[src/rtl/twi_fe_pkg.sv]
// Shared types for the two-wire slave front end.
// Assumes: one engine per slave address; phases below are the only transfer states.
package twi_fe_pkg;

    typedef enum logic [1:0] {
        PH_IDLE = 2'd0,   // ignoring the bus until a START
        PH_SEL  = 2'd1,   // receiving the select byte
        PH_WR   = 2'd2,   // receiving write bytes
        PH_RD   = 2'd3    // transmitting read bytes
    } twi_phase_e;

endpackage

[src/rtl/twi_line_sync.sv]
// Multi-flop synchronizer for one bus line into the system clock domain.
// Assumes: the line idles high, so every stage resets to 1.
module twi_line_sync #(
    parameter int STAGES = 2
) (
    input  logic clk,
    input  logic rst_n,
    input  logic raw,
    output logic q
);
    logic [STAGES-1:0] chain;

    // Shift the raw line through the flop chain.
    generate
        if (STAGES == 1) begin : g_one
            always_ff @(posedge clk) begin
                if (!rst_n) chain <= '1;
                else        chain <= raw;
            end
        end else begin : g_many
            always_ff @(posedge clk) begin
                if (!rst_n) chain <= '1;
                else        chain <= {chain[STAGES-2:0], raw};
            end
        end
    endgenerate

    assign q = chain[STAGES-1];
endmodule

[src/rtl/twi_bus_cond.sv]
// Edge and bus-condition detector on the synchronized lines.
// Assumes: inputs are already synchronized; outputs are single-cycle combinational flags.
module twi_bus_cond (
    input  logic clk,
    input  logic rst_n,
    input  logic scl_s,
    input  logic sda_s,
    output logic scl_rise,
    output logic scl_fall,
    output logic start_det,
    output logic stop_det
);
    logic scl_d;
    logic sda_d;

    // Keep the previous sample of both lines.
    always_ff @(posedge clk) begin
        if (!rst_n) begin
            scl_d <= 1'b1;
            sda_d <= 1'b1;
        end else begin
            scl_d <= scl_s;
            sda_d <= sda_s;
        end
    end

    // Decode clock edges and data transitions under a high clock.
    always_comb begin
        scl_rise  = scl_s & ~scl_d;
        scl_fall  = ~scl_s & scl_d;
        start_det = scl_s & scl_d & sda_d & ~sda_s;
        stop_det  = scl_s & scl_d & ~sda_d & sda_s;
    end
endmodule

[src/rtl/twi_byte_engine.sv]
// Byte engine: select matching, byte shifting, acknowledge drive and event pulses.
// Assumes: clock edges and conditions come from twi_bus_cond; bitcnt counts rising
// clock edges within a 9-clock byte slot (values 0..9).
module twi_byte_engine
    import twi_fe_pkg::*;
#(
    parameter logic [3:0] TYPE_CODE  = 4'b1010,
    parameter int         ADDR_BYTES = 2
) (
    input  logic       clk,
    input  logic       rst_n,
    input  logic       sda_s,
    input  logic       scl_rise,
    input  logic       scl_fall,
    input  logic       start_det,
    input  logic       stop_det,
    input  logic [2:0] dev_pins,
    input  logic       wr_lock,
    input  logic       prog_busy,
    input  logic       ack_en,
    input  logic [7:0] tx_byte,
    output logic       sda_oe,
    output logic [7:0] rx_byte,
    output logic       rx_stb,
    output logic       sel_stb,
    output logic       sel_rd,
    output logic       tx_req,
    output logic       mst_ack_stb,
    output logic       mst_ack,
    output logic       start_evt,
    output logic       rstart_evt,
    output logic       stop_evt
);
    localparam int              CW   = $clog2(ADDR_BYTES + 1) + 1;
    localparam logic [CW-1:0]   WCAP = CW'(ADDR_BYTES);

    twi_phase_e    ph;
    logic [3:0]    bitcnt;
    logic [7:0]    shreg;
    logic [7:0]    byte_in;
    logic          ack_go;
    logic          rd_nak;
    logic          in_frame;
    logic [CW-1:0] wcnt;
    logic          sel_hit;

    // Byte completed by the current sample, and the select match on it.
    always_comb begin
        byte_in = {shreg[6:0], sda_s};
        sel_hit = (byte_in[7:4] == TYPE_CODE) && (byte_in[3:1] == dev_pins);
    end

    // Transfer state, shifting, acknowledge drive and event pulses.
    always_ff @(posedge clk) begin
        if (!rst_n) begin
            ph          <= PH_IDLE;
            bitcnt      <= '0;
            shreg       <= '0;
            ack_go      <= 1'b0;
            rd_nak      <= 1'b0;
            in_frame    <= 1'b0;
            wcnt        <= '0;
            sda_oe      <= 1'b0;
            rx_byte     <= '0;
            rx_stb      <= 1'b0;
            sel_stb     <= 1'b0;
            sel_rd      <= 1'b0;
            tx_req      <= 1'b0;
            mst_ack_stb <= 1'b0;
            mst_ack     <= 1'b0;
            start_evt   <= 1'b0;
            rstart_evt  <= 1'b0;
            stop_evt    <= 1'b0;
        end else begin
            rx_stb      <= 1'b0;
            sel_stb     <= 1'b0;
            tx_req      <= 1'b0;
            mst_ack_stb <= 1'b0;
            start_evt   <= 1'b0;
            rstart_evt  <= 1'b0;
            stop_evt    <= 1'b0;
            if (prog_busy) begin
                ph       <= PH_IDLE;
                bitcnt   <= '0;
                sda_oe   <= 1'b0;
                in_frame <= 1'b0;
            end else if (start_det) begin
                start_evt  <= !in_frame;
                rstart_evt <= in_frame;
                in_frame   <= 1'b1;
                ph         <= PH_SEL;
                bitcnt     <= '0;
                sda_oe     <= 1'b0;
            end else if (stop_det) begin
                stop_evt <= 1'b1;
                in_frame <= 1'b0;
                ph       <= PH_IDLE;
                bitcnt   <= '0;
                sda_oe   <= 1'b0;
            end else if (ph != PH_IDLE) begin
                if (scl_rise) begin
                    if (bitcnt != 4'd9) bitcnt <= bitcnt + 4'd1;
                    if (ph == PH_RD) begin
                        if (bitcnt == 4'd8) begin
                            mst_ack_stb <= 1'b1;
                            mst_ack     <= !sda_s;
                            tx_req      <= !sda_s;
                            rd_nak      <= sda_s;
                        end
                    end else begin
                        if (bitcnt < 4'd8) shreg <= byte_in;
                        if (bitcnt == 4'd7) begin
                            if (ph == PH_SEL) begin
                                ack_go  <= sel_hit;
                                sel_stb <= sel_hit;
                                sel_rd  <= sda_s;
                            end else begin
                                rx_byte <= byte_in;
                                rx_stb  <= 1'b1;
                                ack_go  <= ack_en && !(wr_lock && (wcnt >= WCAP));
                            end
                        end
                        if (bitcnt == 4'd8 && ph == PH_SEL && ack_go && sel_rd)
                            tx_req <= 1'b1;
                    end
                end else if (scl_fall) begin
                    if (ph == PH_RD) begin
                        if (bitcnt >= 4'd1 && bitcnt <= 4'd7) begin
                            shreg  <= {shreg[6:0], 1'b0};
                            sda_oe <= !shreg[6];
                        end else if (bitcnt == 4'd8) begin
                            sda_oe <= 1'b0;
                        end else if (bitcnt == 4'd9) begin
                            bitcnt <= '0;
                            if (rd_nak) begin
                                ph     <= PH_IDLE;
                                sda_oe <= 1'b0;
                            end else begin
                                shreg  <= tx_byte;
                                sda_oe <= !tx_byte[7];
                            end
                        end
                    end else begin
                        if (bitcnt == 4'd8) begin
                            sda_oe <= ack_go;
                        end else if (bitcnt == 4'd9) begin
                            sda_oe <= 1'b0;
                            bitcnt <= '0;
                            if (ph == PH_SEL) begin
                                if (!ack_go) begin
                                    ph <= PH_IDLE;
                                end else if (sel_rd) begin
                                    ph     <= PH_RD;
                                    shreg  <= tx_byte;
                                    sda_oe <= !tx_byte[7];
                                    rd_nak <= 1'b0;
                                end else begin
                                    ph   <= PH_WR;
                                    wcnt <= '0;
                                end
                            end else if (wcnt < WCAP) begin
                                wcnt <= wcnt + 1'b1;
                            end
                        end
                    end
                end
            end
        end
    end
endmodule

[src/rtl/twi_slave_front.sv]
// Top of the two-wire slave front end: synchronizers, condition detector, byte engine.
// Assumes: sda_in is the wired line (including this block's own pull-down) and the
// pad turns sda_oe into an open-drain pull-down.
module twi_slave_front #(
    parameter logic [3:0] TYPE_CODE   = 4'b1010,
    parameter int         ADDR_BYTES  = 2,
    parameter int         SYNC_STAGES = 2
) (
    input  logic       clk,
    input  logic       rst_n,
    input  logic       scl_in,
    input  logic       sda_in,
    output logic       sda_oe,
    input  logic [2:0] dev_pins,
    input  logic       wr_lock,
    input  logic       prog_busy,
    input  logic       ack_en,
    input  logic [7:0] tx_byte,
    output logic [7:0] rx_byte,
    output logic       rx_stb,
    output logic       sel_stb,
    output logic       sel_rd,
    output logic       tx_req,
    output logic       mst_ack_stb,
    output logic       mst_ack,
    output logic       start_evt,
    output logic       rstart_evt,
    output logic       stop_evt
);
    logic scl_sync;
    logic sda_sync;
    logic scl_rise;
    logic scl_fall;
    logic start_det;
    logic stop_det;

    twi_line_sync #(.STAGES(SYNC_STAGES)) u_scl_sync (
        .clk(clk), .rst_n(rst_n), .raw(scl_in), .q(scl_sync)
    );

    twi_line_sync #(.STAGES(SYNC_STAGES)) u_sda_sync (
        .clk(clk), .rst_n(rst_n), .raw(sda_in), .q(sda_sync)
    );

    twi_bus_cond u_cond (
        .clk(clk), .rst_n(rst_n), .scl_s(scl_sync), .sda_s(sda_sync),
        .scl_rise(scl_rise), .scl_fall(scl_fall),
        .start_det(start_det), .stop_det(stop_det)
    );

    twi_byte_engine #(.TYPE_CODE(TYPE_CODE), .ADDR_BYTES(ADDR_BYTES)) u_eng (
        .clk(clk), .rst_n(rst_n), .sda_s(sda_sync),
        .scl_rise(scl_rise), .scl_fall(scl_fall),
        .start_det(start_det), .stop_det(stop_det),
        .dev_pins(dev_pins), .wr_lock(wr_lock), .prog_busy(prog_busy),
        .ack_en(ack_en), .tx_byte(tx_byte), .sda_oe(sda_oe),
        .rx_byte(rx_byte), .rx_stb(rx_stb), .sel_stb(sel_stb), .sel_rd(sel_rd),
        .tx_req(tx_req), .mst_ack_stb(mst_ack_stb), .mst_ack(mst_ack),
        .start_evt(start_evt), .rstart_evt(rstart_evt), .stop_evt(stop_evt)
    );
endmodule

[config.mk]
export PLATFORM = sky130hd
export DESIGN_NAME = twi_slave_front
export DESIGN_NICKNAME = d
export VERILOG_FILES = /design/src/rtl/twi_fe_pkg.sv /design/src/rtl/twi_line_sync.sv /design/src/rtl/twi_bus_cond.sv /design/src/rtl/twi_byte_engine.sv /design/src/rtl/twi_slave_front.sv
export SDC_FILE = /design/constraint.sdc
export NUM_CORES = 1
export LEC_CHECK = 0
export BUFFER_PORTS_ARGS = -buffer_cell sky130_fd_sc_hd__buf_2
export CAP_MARGIN = 20
export CORE_ASPECT_RATIO = 0.7
export CORE_MARGIN = 8
export CORE_UTILIZATION = 56
export DETAILED_ROUTE_END_ITERATION = 10
export PLACE_DENSITY_LB_ADDON = 0.3
export SLEW_MARGIN = 20
export SYNTH_ARGS = -nofsm -noshare
export SYNTH_HDL_FRONTEND = slang
export SYNTH_SLANG_ARGS = --single-unit
[constraint.sdc]
create_clock -name clk -period 2.98 [get_ports clk]
set_clock_uncertainty 0.2 [all_clocks]
set_input_delay 0.149 -clock clk [delete_from_list [all_inputs] [get_ports clk]]
set_output_delay 0.149 -clock clk [all_outputs]
set_load 0.05 [all_outputs]
==> results.sh <==
export IMPL_maxCapViolations=0
export IMPL_syn_instance_count=238
export IMPL_htreeDepth=2
export IMPL_yosys_warnings=0
export IMPL_r2r_end="u_eng.shreg[2]$_SDFFE_PN0P_"
export IMPL_fin_area_um2=2540
export IMPL_p_clk_frac=0.408
export IMPL_synthTopCellsByArea="dfxtp_1 39%, mux2i_1 7.3%, ha_1 4.6%"
export IMPL_gp_congestion=0.867
export IMPL_switching_share=0.216
export IMPL_initial_core_util=0.571
export IMPL_grt_pass1_vias=1676
export IMPL_synth_flop_cell="dfxtp_1"
export IMPL_cp_end_kind="register"
export IMPL_cts_root_buf="clkbuf_8"
export IMPL_cts_buffers=5
export IMPL_p_per_area_nw_per_um2=428
export IMPL_die_h_um=68.4
export IMPL_insertion_delay_ps=290
export IMPL_ys_seq_elements=43
export IMPL_r2r_slack_ps=260
export IMPL_hold_path_class="in -> reg"
export IMPL_dp_hpwl_um=3690
export IMPL_r2r_cells=7
export IMPL_p_int_w=0.000851
export IMPL_final_fill_count=320
export IMPL_cts_tree="built"
export IMPL_synth_largest_area_cell="dfxtp_1"
export IMPL_tightestPinTransition_ps=753
export IMPL_port_buffers=35
export IMPL_p_sw_w=0.000235
export IMPL_cts_num_sinks=43
export IMPL_syn_num_nets=264
export IMPL_ant_nets=0
export IMPL_synth_cell_types=53
export IMPL_ir_worst_vdd_mv=0.327
export IMPL_ys_seq_area_frac=0.392
export IMPL_worst_setup_path_start_kind="register"
export IMPL_dr_pass1_iters=4
export IMPL_setup_viol=0
export IMPL_vias=1831
export IMPL_die_w_um=90.9
export IMPL_ctsResizeCount=0
export IMPL_worstHoldPathCells=4
export IMPL_holdPathEnd="u_eng.shreg[3]$_SDFFE_PN0P_"
export IMPL_diodes=0
export IMPL_layout_commonest_cell="dfxtp_1"
export IMPL_avgSynthCellArea_um2=9.24
export IMPL_seqCellArea_um2=861
export IMPL_arrival_ps=2710
export IMPL_synth_top_area_frac=0.392
export IMPL_viasPerCell=5.58
export IMPL_synth_cell_area_um2=2200
export IMPL_power_leakage_nw=1.10
export IMPL_synth_edf_count=0
export IMPL_setup_tns_ps=0
export IMPL_async_flop_share=0
export IMPL_core_area_um2=3850
export IMPL_r2r_start="u_eng.bitcnt[0]$_SDFFE_PP0P_"
export IMPL_finalCritPeriodShare=0.911
export IMPL_multi_input_area_um2=1220
export IMPL_overflow=0
export IMPL_relSlewSlack=0.498
export IMPL_max_freq_mhz=368
export IMPL_grt_max_degree=36
export IMPL_layout_common_cells="43 x dfxtp_1, 35 x buf_2, 21 x nand2_1"
export IMPL_area_growth_pct=15.4
export IMPL_power_frac_seq=0.536
export IMPL_maxSlewViolCount=0
export IMPL_worstPathMaxFanout=14
export IMPL_rsz0062_at_grt="false"
export IMPL_grt_pass1_wl_um=8140
export IMPL_rows=19
export IMPL_cp_data_required_time_ps=2970
export IMPL_first_iter_violations=183
export IMPL_wire_per_inst_um=15.4
export IMPL_wirelength_um=5050
export IMPL_gr_usage_all_layers=0.167
export IMPL_min_delay_start="tx_byte[3]"
export IMPL_io_pins=36
export IMPL_place_area_um2=2380
export IMPL_final_nets=302
export IMPL_clockBufferDepth=2
export IMPL_critPathKind="reg -> reg"
export IMPL_hold_viol=0
export IMPL_antenna_found_initial=0
export IMPL_period_minus_slack_ps=2720
export IMPL_dieArea_um2=6220
export IMPL_status="completed"
export IMPL_clk_pin_slew_ps=80
export IMPL_pwr_share_comb=0.056
export IMPL_drc=0
export IMPL_final_layout_size_suffix_gt1_frac=0.203
## area by class of cell
class,instances,share of cell area
multi-input combinational,171,0.479
sequential,43,0.339
timing repair buffer,42,0.0947
clock buffer,5,0.0271
tap,52,0.0256
inverter,13,0.0192
clock inverter,2,0.0148
## worst max path at each step
| stage | slack (ps) | depth (start not counted) | from | endpoint |
|---|---|---|---|---|
| 2_1_floorplan | 750 | 8 | u_eng.bitcnt[0]$_SDFFE_PP0P_ | u_eng.shreg[0]$_SDFFE_PN0P_ |
| 3_3_place_gp | 430 | 7 | u_eng.bitcnt[0]$_SDFFE_PP0P_ | u_eng.shreg[2]$_SDFFE_PN0P_ |
| 3_5_place_dp | 320 | 7 | u_eng.bitcnt[0]$_SDFFE_PP0P_ | u_eng.shreg[2]$_SDFFE_PN0P_ |
| 4_1_cts | 280 | 7 | u_eng.bitcnt[0]$_SDFFE_PP0P_ | u_eng.shreg[2]$_SDFFE_PN0P_ |
| 5_1_grt | 50 | 7 | u_eng.bitcnt[0]$_SDFFE_PP0P_ | u_eng.shreg[2]$_SDFFE_PN0P_ |
| 6_report | 260 | 7 | u_eng.bitcnt[0]$_SDFFE_PP0P_ | u_eng.shreg[2]$_SDFFE_PN0P_ |
## critical path, stage by stage (launching register included)
cell and delay [ps]:
dfxtp_1 420, inv_1 100, ha_1 290, and4bb_4 400, o211ai_4 90, a2111oi_4 760
o211ai_1 170, o211a_1 170
## power by group through the flow
stage               Clock (W)  Combinational (W)  Sequential [W]
floorplan                   0          0.0000380        0.000595
global placement            0          0.0000548        0.000596
detailed placement          0          0.0000557        0.000596
CTS                  0.000453          0.0000610        0.000583
global route         0.000479          0.0000670        0.000583
finish               0.000443          0.0000608        0.000583
## synthesized netlist by cell type, drive strengths merged, types with 3 or more instances
master,instances
a2111oi,3
a21oi,8
a31oi,3
buf,6
clkbuf,5
dfxtp,43
ha,8
inv,13
mux2i,16
nand2,21
nand2b,8
nand3,8
nand3b,3
nand4,3
nor2,15
nor2b,12
nor3,12
nor4,3
o211a,7
o21ai,9
## kinds of logic after synthesis
kind of cell    synth area share
compound gates             0.174
xor+xnor                  0.0114
fa+ha+maj                 0.0455
buf+inv                   0.0552
flops                      0.392
mux                       0.0728
simple gates               0.249
## metrics by stage
| stage | worst slack, ps | std cells | hold WS [ps] | total power [W] | util |
|---|---|---|---|---|---|
| 3_3_place_gp | 425 | 316 | 130 | 0.000651 | 0.618 |
| 2_1_floorplan | 750 | 238 | 50.5 | 0.000633 | - |
| 4_1_cts | 285 | 328 | 7.66 | 0.00110 | 0.659 |
| 5_1_grt | 52.5 | 328 | 19.1 | 0.00113 | 0.659 |
| 3_5_place_dp | 321 | 316 | 139 | 0.000652 | 0.618 |
| 6_report | 264 | 328 | 8.88 | 0.00109 | 0.659 |
## metal layers
layer	track usage	part of all wire	wire [µm]	vias to the layer above
met5	0	0	0	-
met4	0.0507	0.0085	43	0
met3	0.0591	0.089	448	4
met2	0.246	0.43	2150	68
met1	0.225	0.48	2400	843
li1	-	-	-	916
## flip-flops by register name, summed over array words and instances (netlist names), 2 cells and up
signal and count:
u_eng.ph 2, u_sda_sync.chain 2, u_eng.shreg 7, u_scl_sync.chain 2
u_eng.wcnt 3, u_eng.bitcnt 4, u_eng.rx_byte 8
## timing repair
action	4_1_cts	5_1_grt
endpoints found under the hold margin	6	0
hold buffers	5	0
setup buffers	0	0
(Power assumes the default switching activity.)
